File: src/rtl/gpio_bank_pkg.sv
// Package: shared constants and types for the GPIO bank.
// Assumes a fixed 32-bit bank word; the address layout puts the register
// slot in bits [6:4] and the access kind in bits [3:2].
package gpio_bank_pkg;

    localparam int BANK_W  = 32;
    localparam int NUM_CTL = 7;

    // Access kind carried in address bits [3:2]
    typedef enum logic [1:0] {
        ACC_BASE = 2'd0,
        ACC_SET  = 2'd1,
        ACC_CLR  = 2'd2,
        ACC_NONE = 2'd3
    } acc_kind_t;

    // Register slot carried in address bits [6:4]
    typedef enum logic [2:0] {
        SLOT_LEVEL = 3'd0,
        SLOT_DATA  = 3'd1,
        SLOT_MASK  = 3'd2,
        SLOT_PULL  = 3'd3,
        SLOT_FUNC  = 3'd4,
        SLOT_SEL   = 3'd5,
        SLOT_DIR   = 3'd6,
        SLOT_TRIG  = 3'd7
    } slot_t;

endpackage

File: src/rtl/gpio_ctl_reg.sv
// Module: one control word with replace, OR-in and clear-out write views.
// Assumes the caller decodes which register is addressed and passes a
// single hit strobe; IMPL marks the bits that physically exist.
module gpio_ctl_reg
    import gpio_bank_pkg::*;
#(
    parameter int              WIDTH   = 32,
    parameter logic [WIDTH-1:0] RST_VAL = '0,
    parameter logic [WIDTH-1:0] IMPL    = '1
) (
    input  logic             clk,
    input  logic             rst_n,
    input  logic             hit,
    input  acc_kind_t        kind,
    input  logic [WIDTH-1:0] wdata,
    output logic [WIDTH-1:0] q
);

    localparam logic [WIDTH-1:0] RST_EFF = RST_VAL & IMPL;

    // Update the word according to the access kind on an addressed write
    always_ff @(posedge clk) begin
        if (!rst_n) begin
            q <= RST_EFF;
        end else if (hit) begin
            case (kind)
                ACC_BASE: q <= wdata & IMPL;
                ACC_SET:  q <= q | (wdata & IMPL);
                ACC_CLR:  q <= q & ~wdata;
                default:  q <= q;
            endcase
        end
    end

endmodule

File: src/rtl/gpio_in_sync.sv
// Module: multi-flop synchronizer for the pad input levels.
// Assumes STAGES >= 1; all stages reset to zero.
module gpio_in_sync #(
    parameter int WIDTH  = 32,
    parameter int STAGES = 2
) (
    input  logic             clk,
    input  logic             rst_n,
    input  logic [WIDTH-1:0] din,
    output logic [WIDTH-1:0] dout
);

    logic [WIDTH-1:0] stg [STAGES];

    // Shift the pad levels through the synchronizer chain
    always_ff @(posedge clk) begin
        if (!rst_n) begin
            for (int i = 0; i < STAGES; i++) stg[i] <= '0;
        end else begin
            stg[0] <= din;
            for (int i = 1; i < STAGES; i++) stg[i] <= stg[i-1];
        end
    end

    assign dout = stg[STAGES-1];

endmodule

File: src/rtl/gpio_func_decode.sv
// Module: turns the function, select and trigger bits of each pin into a
// one-hot choice among GPIO and three alternate functions.
// Assumes unimplemented pins are flagged by IMPL and must show no function.
module gpio_func_decode #(
    parameter int              WIDTH = 32,
    parameter logic [WIDTH-1:0] IMPL  = '1
) (
    input  logic [WIDTH-1:0] func_q,
    input  logic [WIDTH-1:0] sel_q,
    input  logic [WIDTH-1:0] trig_q,
    output logic [WIDTH-1:0] is_gpio,
    output logic [WIDTH-1:0] is_alt1,
    output logic [WIDTH-1:0] is_alt2,
    output logic [WIDTH-1:0] is_alt3
);

    for (genvar p = 0; p < WIDTH; p++) begin : g_pin
        if (IMPL[p]) begin : g_live
            // Decode the three configuration bits of this pin
            always_comb begin
                is_gpio[p] = ~func_q[p];
                is_alt1[p] =  func_q[p] & ~sel_q[p];
                is_alt2[p] =  func_q[p] &  sel_q[p] & ~trig_q[p];
                is_alt3[p] =  func_q[p] &  sel_q[p] &  trig_q[p];
            end
        end else begin : g_absent
            // A missing pin owns no function
            always_comb begin
                is_gpio[p] = 1'b0;
                is_alt1[p] = 1'b0;
                is_alt2[p] = 1'b0;
                is_alt3[p] = 1'b0;
            end
        end
    end

endmodule

File: src/rtl/gpio_bank.sv
// Module: GPIO bank top. Decodes the write and read ports, holds the seven
// control words, synchronizes the pad levels and drives the pin outputs.
// Assumes ADDR_W >= 8; addresses with any bit at or above bit 7 set are
// unmapped; the low two address bits are ignored.
module gpio_bank
    import gpio_bank_pkg::*;
#(
    parameter int NUM_PINS    = 31,
    parameter int ADDR_W      = 8,
    parameter int SYNC_STAGES = 2
) (
    input  logic              clk,
    input  logic              rst_n,
    input  logic              wr_en,
    input  logic [ADDR_W-1:0] wr_addr,
    input  logic [31:0]       wr_data,
    input  logic [ADDR_W-1:0] rd_addr,
    output logic [31:0]       rd_data,
    input  logic [31:0]       pin_in,
    output logic [31:0]       pin_out,
    output logic [31:0]       pin_oe,
    output logic [31:0]       pull_en,
    output logic [31:0]       irq_mask,
    output logic [31:0]       trig_cfg,
    output logic [31:0]       fn_gpio,
    output logic [31:0]       fn_alt1,
    output logic [31:0]       fn_alt2,
    output logic [31:0]       fn_alt3
);

    localparam logic [BANK_W-1:0] IMPL_MASK = {BANK_W{1'b1}} >> (BANK_W - NUM_PINS);

    logic [BANK_W-1:0] ctl_q [0:NUM_CTL];
    logic [NUM_CTL:1]  wr_hit;
    logic              wr_map, rd_map;
    slot_t             wr_slot, rd_slot;
    acc_kind_t         wr_kind, rd_kind;
    logic [BANK_W-1:0] lvl_sync;
    logic [3:0]        unused_addr_lsb;

    assign unused_addr_lsb = {wr_addr[1:0], rd_addr[1:0]};

    assign wr_map  = (wr_addr[ADDR_W-1:7] == '0);
    assign rd_map  = (rd_addr[ADDR_W-1:7] == '0);
    assign wr_slot = slot_t'(wr_addr[6:4]);
    assign rd_slot = slot_t'(rd_addr[6:4]);
    assign wr_kind = acc_kind_t'(wr_addr[3:2]);
    assign rd_kind = acc_kind_t'(rd_addr[3:2]);

    // One strobe per control word; the level slot never takes writes
    always_comb begin
        for (int k = 1; k <= NUM_CTL; k++) begin
            wr_hit[k] = wr_en && wr_map && (int'(wr_slot) == k);
        end
    end

    for (genvar k = 1; k <= NUM_CTL; k++) begin : g_ctl
        localparam logic [BANK_W-1:0] RV = (k == int'(SLOT_MASK)) ? IMPL_MASK : '0;
        gpio_ctl_reg #(
            .WIDTH   (BANK_W),
            .RST_VAL (RV),
            .IMPL    (IMPL_MASK)
        ) u_reg (
            .clk   (clk),
            .rst_n (rst_n),
            .hit   (wr_hit[k]),
            .kind  (wr_kind),
            .wdata (wr_data),
            .q     (ctl_q[k])
        );
    end

    gpio_in_sync #(
        .WIDTH  (BANK_W),
        .STAGES (SYNC_STAGES)
    ) u_sync (
        .clk   (clk),
        .rst_n (rst_n),
        .din   (pin_in),
        .dout  (lvl_sync)
    );

    assign ctl_q[0] = lvl_sync & IMPL_MASK;

    // Only base offsets inside the mapped window return data
    always_comb begin
        if (rd_map && rd_kind == ACC_BASE) rd_data = ctl_q[rd_slot];
        else                               rd_data = '0;
    end

    assign pin_out  = ctl_q[SLOT_DATA];
    assign pin_oe   = ctl_q[SLOT_DIR];
    assign pull_en  = ~ctl_q[SLOT_PULL] & IMPL_MASK;
    assign irq_mask = ctl_q[SLOT_MASK];
    assign trig_cfg = ctl_q[SLOT_TRIG];

    gpio_func_decode #(
        .WIDTH (BANK_W),
        .IMPL  (IMPL_MASK)
    ) u_dec (
        .func_q  (ctl_q[SLOT_FUNC]),
        .sel_q   (ctl_q[SLOT_SEL]),
        .trig_q  (ctl_q[SLOT_TRIG]),
        .is_gpio (fn_gpio),
        .is_alt1 (fn_alt1),
        .is_alt2 (fn_alt2),
        .is_alt3 (fn_alt3)
    );

endmodule

File: config.mk
export PLATFORM = sky130hd
export DESIGN_NAME = gpio_bank
export DESIGN_NICKNAME = d
export VERILOG_FILES = /design/src/rtl/gpio_bank_pkg.sv /design/src/rtl/gpio_ctl_reg.sv /design/src/rtl/gpio_in_sync.sv /design/src/rtl/gpio_func_decode.sv /design/src/rtl/gpio_bank.sv
export SDC_FILE = /design/constraint.sdc
export NUM_CORES = 1
export LEC_CHECK = 0
export ABC_CLOCK_PERIOD_IN_PS = 1750
export BUFFER_PORTS_ARGS = -buffer_cell sky130_fd_sc_hd__buf_2
export CORE_UTILIZATION = 48
export DETAILED_ROUTE_END_ITERATION = 16
export GPL_TIMING_DRIVEN = 0
export MAX_ROUTING_LAYER = met4
export PLACE_DENSITY = 0.78
export SLEW_MARGIN = 5
export SYNTH_ARGS = -nofsm -noshare
export SYNTH_HDL_FRONTEND = slang
export SYNTH_SLANG_ARGS = --single-unit
File: constraint.sdc
create_clock -name clk -period 1.75 [get_ports clk]
set_input_delay 0.0875 -clock clk [delete_from_list [all_inputs] [get_ports clk]]
set_output_delay 0.0875 -clock clk [all_outputs]
set_load 0.03 [all_outputs]
==> results.toml, run 1 <==
[synthesis]
seq_area_frac_synth_pct = 40.57
yosys_most_used_dff = "dfxtp_1"
yosysWarningCount = 0
syn_inst = 1667
syn_area_per_cell_um2 = 8.466
synthArstFlopShare_pct = 0
syn_area_um2 = 14110
ys_ff_latch = 286
yosys-top-cells-count = "dfxtp_1, nor2_1, a21oi_1"
ys_types = 35
synth_area_leaders = "dfxtp_1, mux4_2, buf_4"
synth_top_area_cell = "dfxtp_1"
synth_most_common_cell = "dfxtp_1"
synth-edff-count = 0
synth_top_area_share_pct = 40.57

[floorplanning]
fp.coreArea_um2 = 28780
num_io_pins = 403
start_util_pct = 49.04
floorplan.die_area_um2 = 30090
chipWidth_um = 173.5
die_h_um = 173.5
row_count = 62

[grt]
grt_max_degree = 15
grt_usage_pct = 39.65
grt_pass1_wl_um = 87940
grt_overflow_total = 0
antenna_found_initial = 4
grt_pass1_vias = 14880

[clock_network]
clk_latency_ps = 560
cts_tree = "done"
cts_root_buf = "clkbuf_16"
cts_made_buffers = 30
clk_pin_slew_ps = 70
clk_path_buf_depth = 3
cts.sinks = 286
cts_max_level = 1

[worst_setup_path]
endpoint_kind = "output pin"
crit_chain = "mux4_2 -> a22o_1 -> buf_6"
cp_data_arrival_time_ps = 1820
crit_slowest_cell = "mux4_2"
path_class = "reg2out"
cp.required_ps = 1660
critPathMaxStageDelay_ps = 500
startpoint_type = "flip-flop"
r2r_slack_ps = 890
crit_family = "multiplexers"
worst-path-buf-inv = 1
critPathMaxFanout = 2

[cells_and_area]
area_growth_pct = 37.43
drive_above_1_share_pct = 39.33
nets = 2318

[timing]
skew_ps = 7.021
fin_crit_sh_pct = 108.8
max_freq_mhz = 525.3
worst_slew_pin_slew_ps = 1039
slew_viol_final = 0
rsz0062_at_grt = "true"
setup_viol = 32
fin_tns_setup_ps = -2813
hold_viol = 0
finalWorstSetupSlack_ps = -153.7
hold-worst-slack_ps = 21.23
maxSlewHeadroom_pct = 30.72
period_needed_ps = 1904

[outcome]
outcome = "finished with violations"
violations = "negative setup slack"

[routing]
post_drt_wl_per_cell_um = 22.77
avgViaCountPerCell = 5.893
ant_nets = 0
wirelength_um = 60210
drt_iter0_markers = 1833
num_vias = 15580
route.detailed.drc = 0
dr.pass1.iters = 8

[job]
maxCapViolCount = 0

[power]
power_mw = 15.21
power.density_nw_per_um2 = 784.2
irDropWorstVdd_mv = 0.7420
cellLeakagePower_nw = 8.522

[placement]
gp_congestion = 0.9467
io_buffers = 371
hpwlAfterDp_um = 41100

[min_path]
hold_class = "in2reg"
-- timing repair --
action                                  CTS  global route
gates resized for setup                 247            32
hold buffers                             67             0
pin swaps                                32             1
setup buffers                            81             8
endpoints found under the setup margin   69           101
cloned                                    0             0
endpoints found under the hold margin   242             0
-- through the flow --
step | instances | setup WS (ps) | util, % | instance area (um^2)
after floorplan | 1671 | 108.3 | - | 14130
after global placement | 2426 | -1263 | 57.21 | 16470
after detailed placement | 2427 | -810.4 | 57.26 | 16480
after CTS | 2629 | -131.2 | 66.96 | 19270
after global routing | 2640 | -163.8 | 67.36 | 19390
final | 2644 | -153.7 | 67.39 | 19400
-- layout make-up --
class | count | area, um^2
clock inverters | 8 | 117.6
repair buffers | 528 | 3403
flip-flops and latches | 286 | 5976
plain buffers | 265 | 1599
multi-input cells | 1054 | 6653
fillers | 2334 | 9384
well taps | 384 | 480.5
clock buffers | 46 | 902.1
inverters | 66 | 247.7
diodes | 7 | 17.52
-- cells in the final DEF, fill, tap and decap left out, types with 31 or more instances in the layout --
cell type and n:
a21oi_1 188, a22o_1 31, and2_1 64, and3_1 31
buf_2 345, buf_4 233, buf_6 36, clkbuf_1 100
clkbuf_16 31, dfxtp_1 150, dfxtp_2 104, dfxtp_4 32
dlygate4sd3_1 67, inv_1 65, mux4_2 63, nand2_1 70
nand2b_1 33, nand3_1 38, nor2_1 195, o211ai_1 68
o21ai_0 142, o21ai_1 76
-- worst paths after layout --
kind / from / endpoint / cells after the start
max: g_ctl[7].u_reg.q[15]$_SDFFE_PN0P_ / rd_data[15] / 3
min: wr_addr[6] / g_ctl[2].u_reg.q[9]$_SDFFE_PN1P_ / 4
max reg2reg: g_ctl[4].u_reg.q[5]$_SDFFE_PN0P_ / g_ctl[4].u_reg.q[5]$_SDFFE_PN0P_ / 3
min reg2reg: u_sync.stg[0][18]$_SDFF_PN0_ / u_sync.stg[0][50]$_SDFF_PN0_ / 1
-- worst register-to-register path, stage by stage (launching register included) --
cell      delay, ps
dfxtp_4         340
buf_4           150
o211ai_1        100
o21ai_0         130
-- power by group --
| part | internal (mW) | switching [mW] | leakage, nW |
|---|---|---|---|
| clock network | 3.96 | 2.70 | 0.500 |
| logic | 0.669 | 1.22 | 5.63 |
| registers | 6.59 | 0.0716 | 2.39 |
| total | 11.2 | 3.99 | 8.52 |
-- cells by family after synthesis --
kind of cell | share of synthesized area, %
AO/OA/AOI/OAI | 20.06
adder cells (fa/ha/maj) | 0.3546
flip-flops | 40.57
buffers and inverters | 12.56
AND/OR/NAND/NOR | 16.30
other | 0.02657
multiplexers | 10.12
-- state kept, by name (all words and copies together), names as in the netlist --
name,count
g_ctl.u_reg.q,224
u_sync.stg,62
-- layer usage --
layer	track usage (%)	vias to the layer above	share of wire (%)
met5	-	-	0
met4	18.66	0	5.2
met3	8.070	236	12
met2	63.40	1201	46
met1	47.93	7355	37
li1	-	6788	-
(Power assumes the default switching activity.)
==> run 2, diff against run 1 <==
--- a/config.mk
+++ b/config.mk
@@ -7,11 +7,13 @@
 export LEC_CHECK = 0
 export ABC_CLOCK_PERIOD_IN_PS = 1750
 export BUFFER_PORTS_ARGS = -buffer_cell sky130_fd_sc_hd__buf_2
+export CORE_MARGIN = 2
 export CORE_UTILIZATION = 48
 export DETAILED_ROUTE_END_ITERATION = 16
 export GPL_TIMING_DRIVEN = 0
 export MAX_ROUTING_LAYER = met4
 export PLACE_DENSITY = 0.78
+export SETUP_SLACK_MARGIN = 0.2
 export SLEW_MARGIN = 5
 export SYNTH_ARGS = -nofsm -noshare
 export SYNTH_HDL_FRONTEND = slang
==> run 2 against run 1 <==
Against the previous run:
- wire length is 1.2% higher
- clock power hardly changed
- non-clock buffer count is 15 lower
- final area is 0.15% higher
- critical endpoint is now rd_data[12]
- the run still ends with negative setup slack left
- sequential power hardly changed
- utilization is 0.077 points lower
- worst hold slack better by 23 ps
- total power is 0.27% higher
- highest routed layer unchanged
- clock skew hardly changed
- largest cell class unchanged
==> results.toml, run 2 (synthesis gave the netlist of run 1 again) <==
[min_path]
hold_path.startpoint = "wr_addr[6]"
hold_class = "in2reg"

[timing]
slew_viol_final = 0
rsz0062_at_grt = "true"
maxSlewHeadroom_pct = 41.90
fin_crit_sh_pct = 109.3
finalWorstSetupSlack_ps = -163.6
fin_tns_setup_ps = -3059
hold_viol = 0
worst_slew_pin_slew_ps = 871.4
period_needed_ps = 1914
skew_ps = 7.047
max_freq_mhz = 522.6
setup_viol = 31
hold-worst-slack_ps = 44.03

[floorplanning]
start_util_pct = 48.91
row_count = 62
floorplan.die_area_um2 = 30790
chipWidth_um = 175.5
num_io_pins = 403
fp.coreArea_um2 = 28860
die_h_um = 175.5

[grt]
grt_pass1_vias = 15020
grt_usage_pct = 38.94
grt_max_degree = 15
grt_pass1_wl_um = 88380
grt_overflow_total = 0
antenna_found_initial = 3

[worst_setup_path]
crit_family = "buffers and inverters"
crit_chain = "buf_2 -> nor4_4 -> buf_2 -> a22o_1 -> buf_6"
endpoint_kind = "output pin"
path_class = "in2out"
startpoint = "rd_addr[6]"
crit_slowest_cell = "nor4_4"
cp.required_ps = 1660
critPathMaxStageDelay_ps = 600
worst-path-buf-inv = 3
cpMostUsedCell = "buf_2"
startpoint_type = "input port"
critPathMaxFanout = 10
r2r-start = "g_ctl[7].u_reg.q[20]$_SDFFE_PN0P_"
cp_data_arrival_time_ps = 1830

[placement]
placed_area_um2 = 16490
place_ws_ps = -718.4
place_inst = 2426
io_buffers = 371
gp_congestion = 0.9320
hpwlAfterDp_um = 41210

[power]
power_mw = 15.25
power.density_nw_per_um2 = 785.1
cellLeakagePower_nw = 8.516
irDropWorstVdd_mv = 0.8070

[job]
maxCapViolCount = 0

[cells_and_area]
post-route-util_pct = 67.32
final_common_cell = "buf_2"
fin_area_um2 = 19430
nets = 2303
top_register = "g_ctl.u_reg.q"
largest_register_ffs = 224
final_cell_mix = "buf_2, buf_4, nor2_1"
top_regs = "g_ctl.u_reg.q x224, u_sync.stg x62"
drive_above_1_share_pct = 40.85
area_growth_pct = 37.64
finalNonFillerCells = 2623

[routing]
post_drt_wl_per_cell_um = 23.24
num_vias = 15660
wirelength_um = 60960
route.detailed.drc = 0
drt_iter0_markers = 1986
ant_nets = 0
dr.pass1.iters = 6
avgViaCountPerCell = 5.969

[outcome]
outcome = "finished with violations"
violations = "negative setup slack"

[clock_network]
clk_latency_ps = 560
cts_max_level = 1
cts.sinks = 286
cts_made_buffers = 30
cts_root_buf = "clkbuf_16"
clk_path_buf_depth = 3
cts_tree = "done"
clk_pin_slew_ps = 60
## run 2: layout make-up
class	instances	area, um^2
fill	2333	9432
multi-input combinational	1054	6746
sequential	286	5967
timing repair buffer	514	3316
buffer	264	1634
clock buffer	44	934.6
tap	384	480.5
inverter	66	247.7
clock inverter	7	90.09
antenna	4	10.01
## run 2: metal layers
metal | global-route usage (%) | part of all wire, % | wire length (um)
met1 | 46.73 | 36 | 22130
met2 | 61.76 | 46 | 28220
met3 | 8.095 | 12 | 7250
met4 | 20.70 | 5.5 | 3358
met5 | - | 0 | 0
## run 2: path summary, 6_finish.rpt
path | end | slack, ps | depth (start not counted)
max | rd_data[12] | -160 | 5
min reg2reg | u_sync.stg[0][42]$_SDFF_PN0_ | 430 | 1
min | g_ctl[4].u_reg.q[31]$_SDFFE_PN0P_ | 40 | 3
max reg2reg | g_ctl[7].u_reg.q[20]$_SDFFE_PN0P_ | 880 | 3
## run 2: power breakdown
group / switching (mW) / leakage [nW] / internal (mW) / total [mW]
Combinational: 1.24 / 5.62 / 0.687 / 1.93
Clock: 2.71 / 0.504 / 3.95 / 6.66
Sequential: 0.0720 / 2.39 / 6.59 / 6.66
## run 2: tightest hold or removal path, stage by stage
cell	delay, ps
buf_2	150
and2_1	200
a21oi_1	130
## run 2: repair_timing
item / 4_1_cts / 5_1_grt
hold buffers: 65 / 0
hold endpoints to repair: 232 / 0
gates resized for setup: 247 / 95
pin swaps: 34 / 1
setup buffers: 73 / 5
setup endpoints to repair: 240 / 217
==> run 3, diff against run 2 <==
--- a/config.mk
+++ b/config.mk
@@ -5,10 +5,11 @@
 export SDC_FILE = /design/constraint.sdc
 export NUM_CORES = 1
 export LEC_CHECK = 0
+export ABC_AREA = 1
 export ABC_CLOCK_PERIOD_IN_PS = 1750
 export BUFFER_PORTS_ARGS = -buffer_cell sky130_fd_sc_hd__buf_2
 export CORE_MARGIN = 2
-export CORE_UTILIZATION = 48
+export CORE_UTILIZATION = 50
 export DETAILED_ROUTE_END_ITERATION = 16
 export GPL_TIMING_DRIVEN = 0
 export MAX_ROUTING_LAYER = met4
==> run 3 against run 2 <==
Against the previous run:
- critical endpoint is now rd_data[22]
- first-iteration DRC count is 71% higher
- highest routed layer unchanged
- maximum frequency rose by 11%
- via count up 50%
- the run now ends clean
- global-route usage rose by 3.6 points
- synthesized cell count is 89% higher
- utilization grew 1.7 points
==> results.toml, run 3 <==
[outcome]
outcome = "complete, no violations"

[placement]
placed_area_um2 = 20590
hpwlAfterDp_um = 54400
place_ws_ps = -688.3
place_inst = 4005
gp_congestion = 0.9881
io_buffers = 389

[timing]
setup_viol = 0
fin_tns_setup_ps = 0
fin_crit_sh_pct = 98.86
maxSlewHeadroom_pct = 37.63
worst_slew_pin_slew_ps = 935.6
period_needed_ps = 1730
slew_viol_final = 0
hold_viol = 0
max_freq_mhz = 578.0
rsz0062_at_grt = "true"
finalWorstSetupSlack_ps = 19.97
skew_ps = 5.165

[clock_network]
clk_latency_ps = 520
cts_tree = "done"
cts.sinks = 286
cts_max_level = 2
cts_root_buf = "clkbuf_16"
clk_path_buf_depth = 3
cts_made_buffers = 35
clk_pin_slew_ps = 60

[routing]
wirelength_um = 83620
route.detailed.drc = 0
drt-met1-wl_um = 28420
route.met3.wl_um = 13350
drt_iter0_markers = 3400
wl_met2_um = 35050
num_vias = 23410
top_layer_used = "met4"
ant_nets = 0
dr.pass1.iters = 8
post_drt_wl_per_cell_um = 19.57
avgViaCountPerCell = 5.479

[min_path]
hold_class = "in2reg"

[worst_setup_path]
startpoint_type = "input port"
cp.required_ps = 1660
cp_data_arrival_time_ps = 1640
critPathMaxFanout = 10
path_class = "in2out"
endpoint_kind = "output pin"

[power]
cellLeakagePower_nw = 14.31
power.density_nw_per_um2 = 731.6
irDropWorstVdd_mv = 0.5352

[synthesis]
yosys_most_used_dff = "dfxtp_1"
yosys-top-cells-count = "nand2_1, inv_1, nor2_1"
ys_ff_latch = 286
seq_area_frac_synth_pct = 31.72
synth_most_common_cell = "nand2_1"
synth-edff-count = 0
synth_top_area_cell = "dfxtp_1"
syn_inst = 3151
ys_types = 28
syn_area_per_cell_um2 = 5.727
yosysWarningCount = 0
syn_area_um2 = 18050
synth_top_area_share_pct = 31.72
synth_area_leaders = "dfxtp_1, nand2_1, inv_1"
synthArstFlopShare_pct = 0

[grt]
grt_max_degree = 13
grt_pass1_wl_um = 119800
grt_overflow_total = 0
antenna_found_initial = 8
grt_usage_pct = 42.55
grt_pass1_vias = 20490

[cells_and_area]
nets = 3865
area_growth_pct = 36.08
top_register = "g_ctl.u_reg.q"
final_cell_mix = "nand2_1, buf_2, nor2_1"
final_common_cell = "nand2_1"
fill_cells = 3144
finalNonFillerCells = 4273
largest_register_ffs = 224
top_regs = "g_ctl.u_reg.q x224, u_sync.stg x62"
drive_above_1_share_pct = 34.65
fin_area_um2 = 24560
multi_input_area_um2 = 9309
regArea_um2 = 5989

[job]
maxCapViolCount = 0

[floorplanning]
chipWidth_um = 194.0
row_count = 69
die_h_um = 194.0
floorplan.die_area_um2 = 37630
fp.coreArea_um2 = 35570
start_util_pct = 50.74
num_io_pins = 403
[run 3: area by class of cell]
| type | instances | area share (%) |
|---|---|---|
| Clock buffer | 52 | 4.366 |
| Buffer | 296 | 7.683 |
| Tap cell | 461 | 2.349 |
| Multi-Input combinational cell | 2099 | 37.90 |
| Inverter | 474 | 7.418 |
| Timing Repair Buffer | 586 | 15.31 |
| Antenna cell | 11 | 0.1121 |
| Sequential cell | 286 | 24.39 |
| Clock inverter | 8 | 0.4687 |
[run 3: timing repair]
action	CTS	global route
hold buffers	31	0
buffers inserted	112	54
resized for setup	353	297
endpoints found under the hold margin	31	0
setup endpoints to repair	63	192
pin swaps	88	93
[run 3: stage by stage]
stage / power [mW] / utilization, % / hold WS (ps)
after floorplan: 8.836 / - / 185.1
after global placement: 9.846 / 57.88 / 270.6
after detailed placement: 9.869 / 57.88 / 272.0
after CTS: 17.53 / 66.03 / 30.53
after global routing: 18.33 / 69.02 / 64.71
final: 17.97 / 69.04 / 24.24
[run 3: layer usage]
metal	vias to the layer above	GRT usage [%]
met5	-	-
met4	0	26.29
met3	501	10.05
met2	2127	63.77
met1	10190	51.66
li1	10590	-
[run 3: power breakdown]
part	switching (mW)	total, mW	internal [mW]
registers	0.0948	6.74	6.64
clock network	3.05	7.71	4.66
logic	2.47	3.52	1.04
[run 3: logic make-up (layout without fill, tap and decap cells)]
kind of cell	Yosys count	after routing	share of synthesized area, %
AND/OR/NAND/NOR	1807	1807	40.41
buffers and inverters	770	1416	19.63
flip-flops	286	286	31.72
AO/OA/AOI/OAI	283	283	7.931
adder cells (fa/ha/maj)	4	4	0.2773
other	1	16	0.02078
[run 3: path summary, 6_finish.rpt]
path | from | end | slack [ps] | cells after the start
setup / recovery | rd_addr[6] | rd_data[22] | 20 | 6
hold / removal | wr_data[12] | g_ctl[7].u_reg.q[12]$_SDFFE_PN0P_ | 20 | 5
setup reg to reg | g_ctl[6].u_reg.q[28]$_SDFFE_PN0P_ | g_ctl[6].u_reg.q[28]$_SDFFE_PN0P_ | 620 | 8
hold reg to reg | u_sync.stg[0][3]$_SDFF_PN0_ | u_sync.stg[0][35]$_SDFF_PN0_ | 410 | 2
[run 3: critical path, cell delays in order]
cell and delay [ps]:
clkbuf_2 270, clkbuf_1 740, nand3_1 210, nand2_1 120, nor2_2 60, buf_6 130
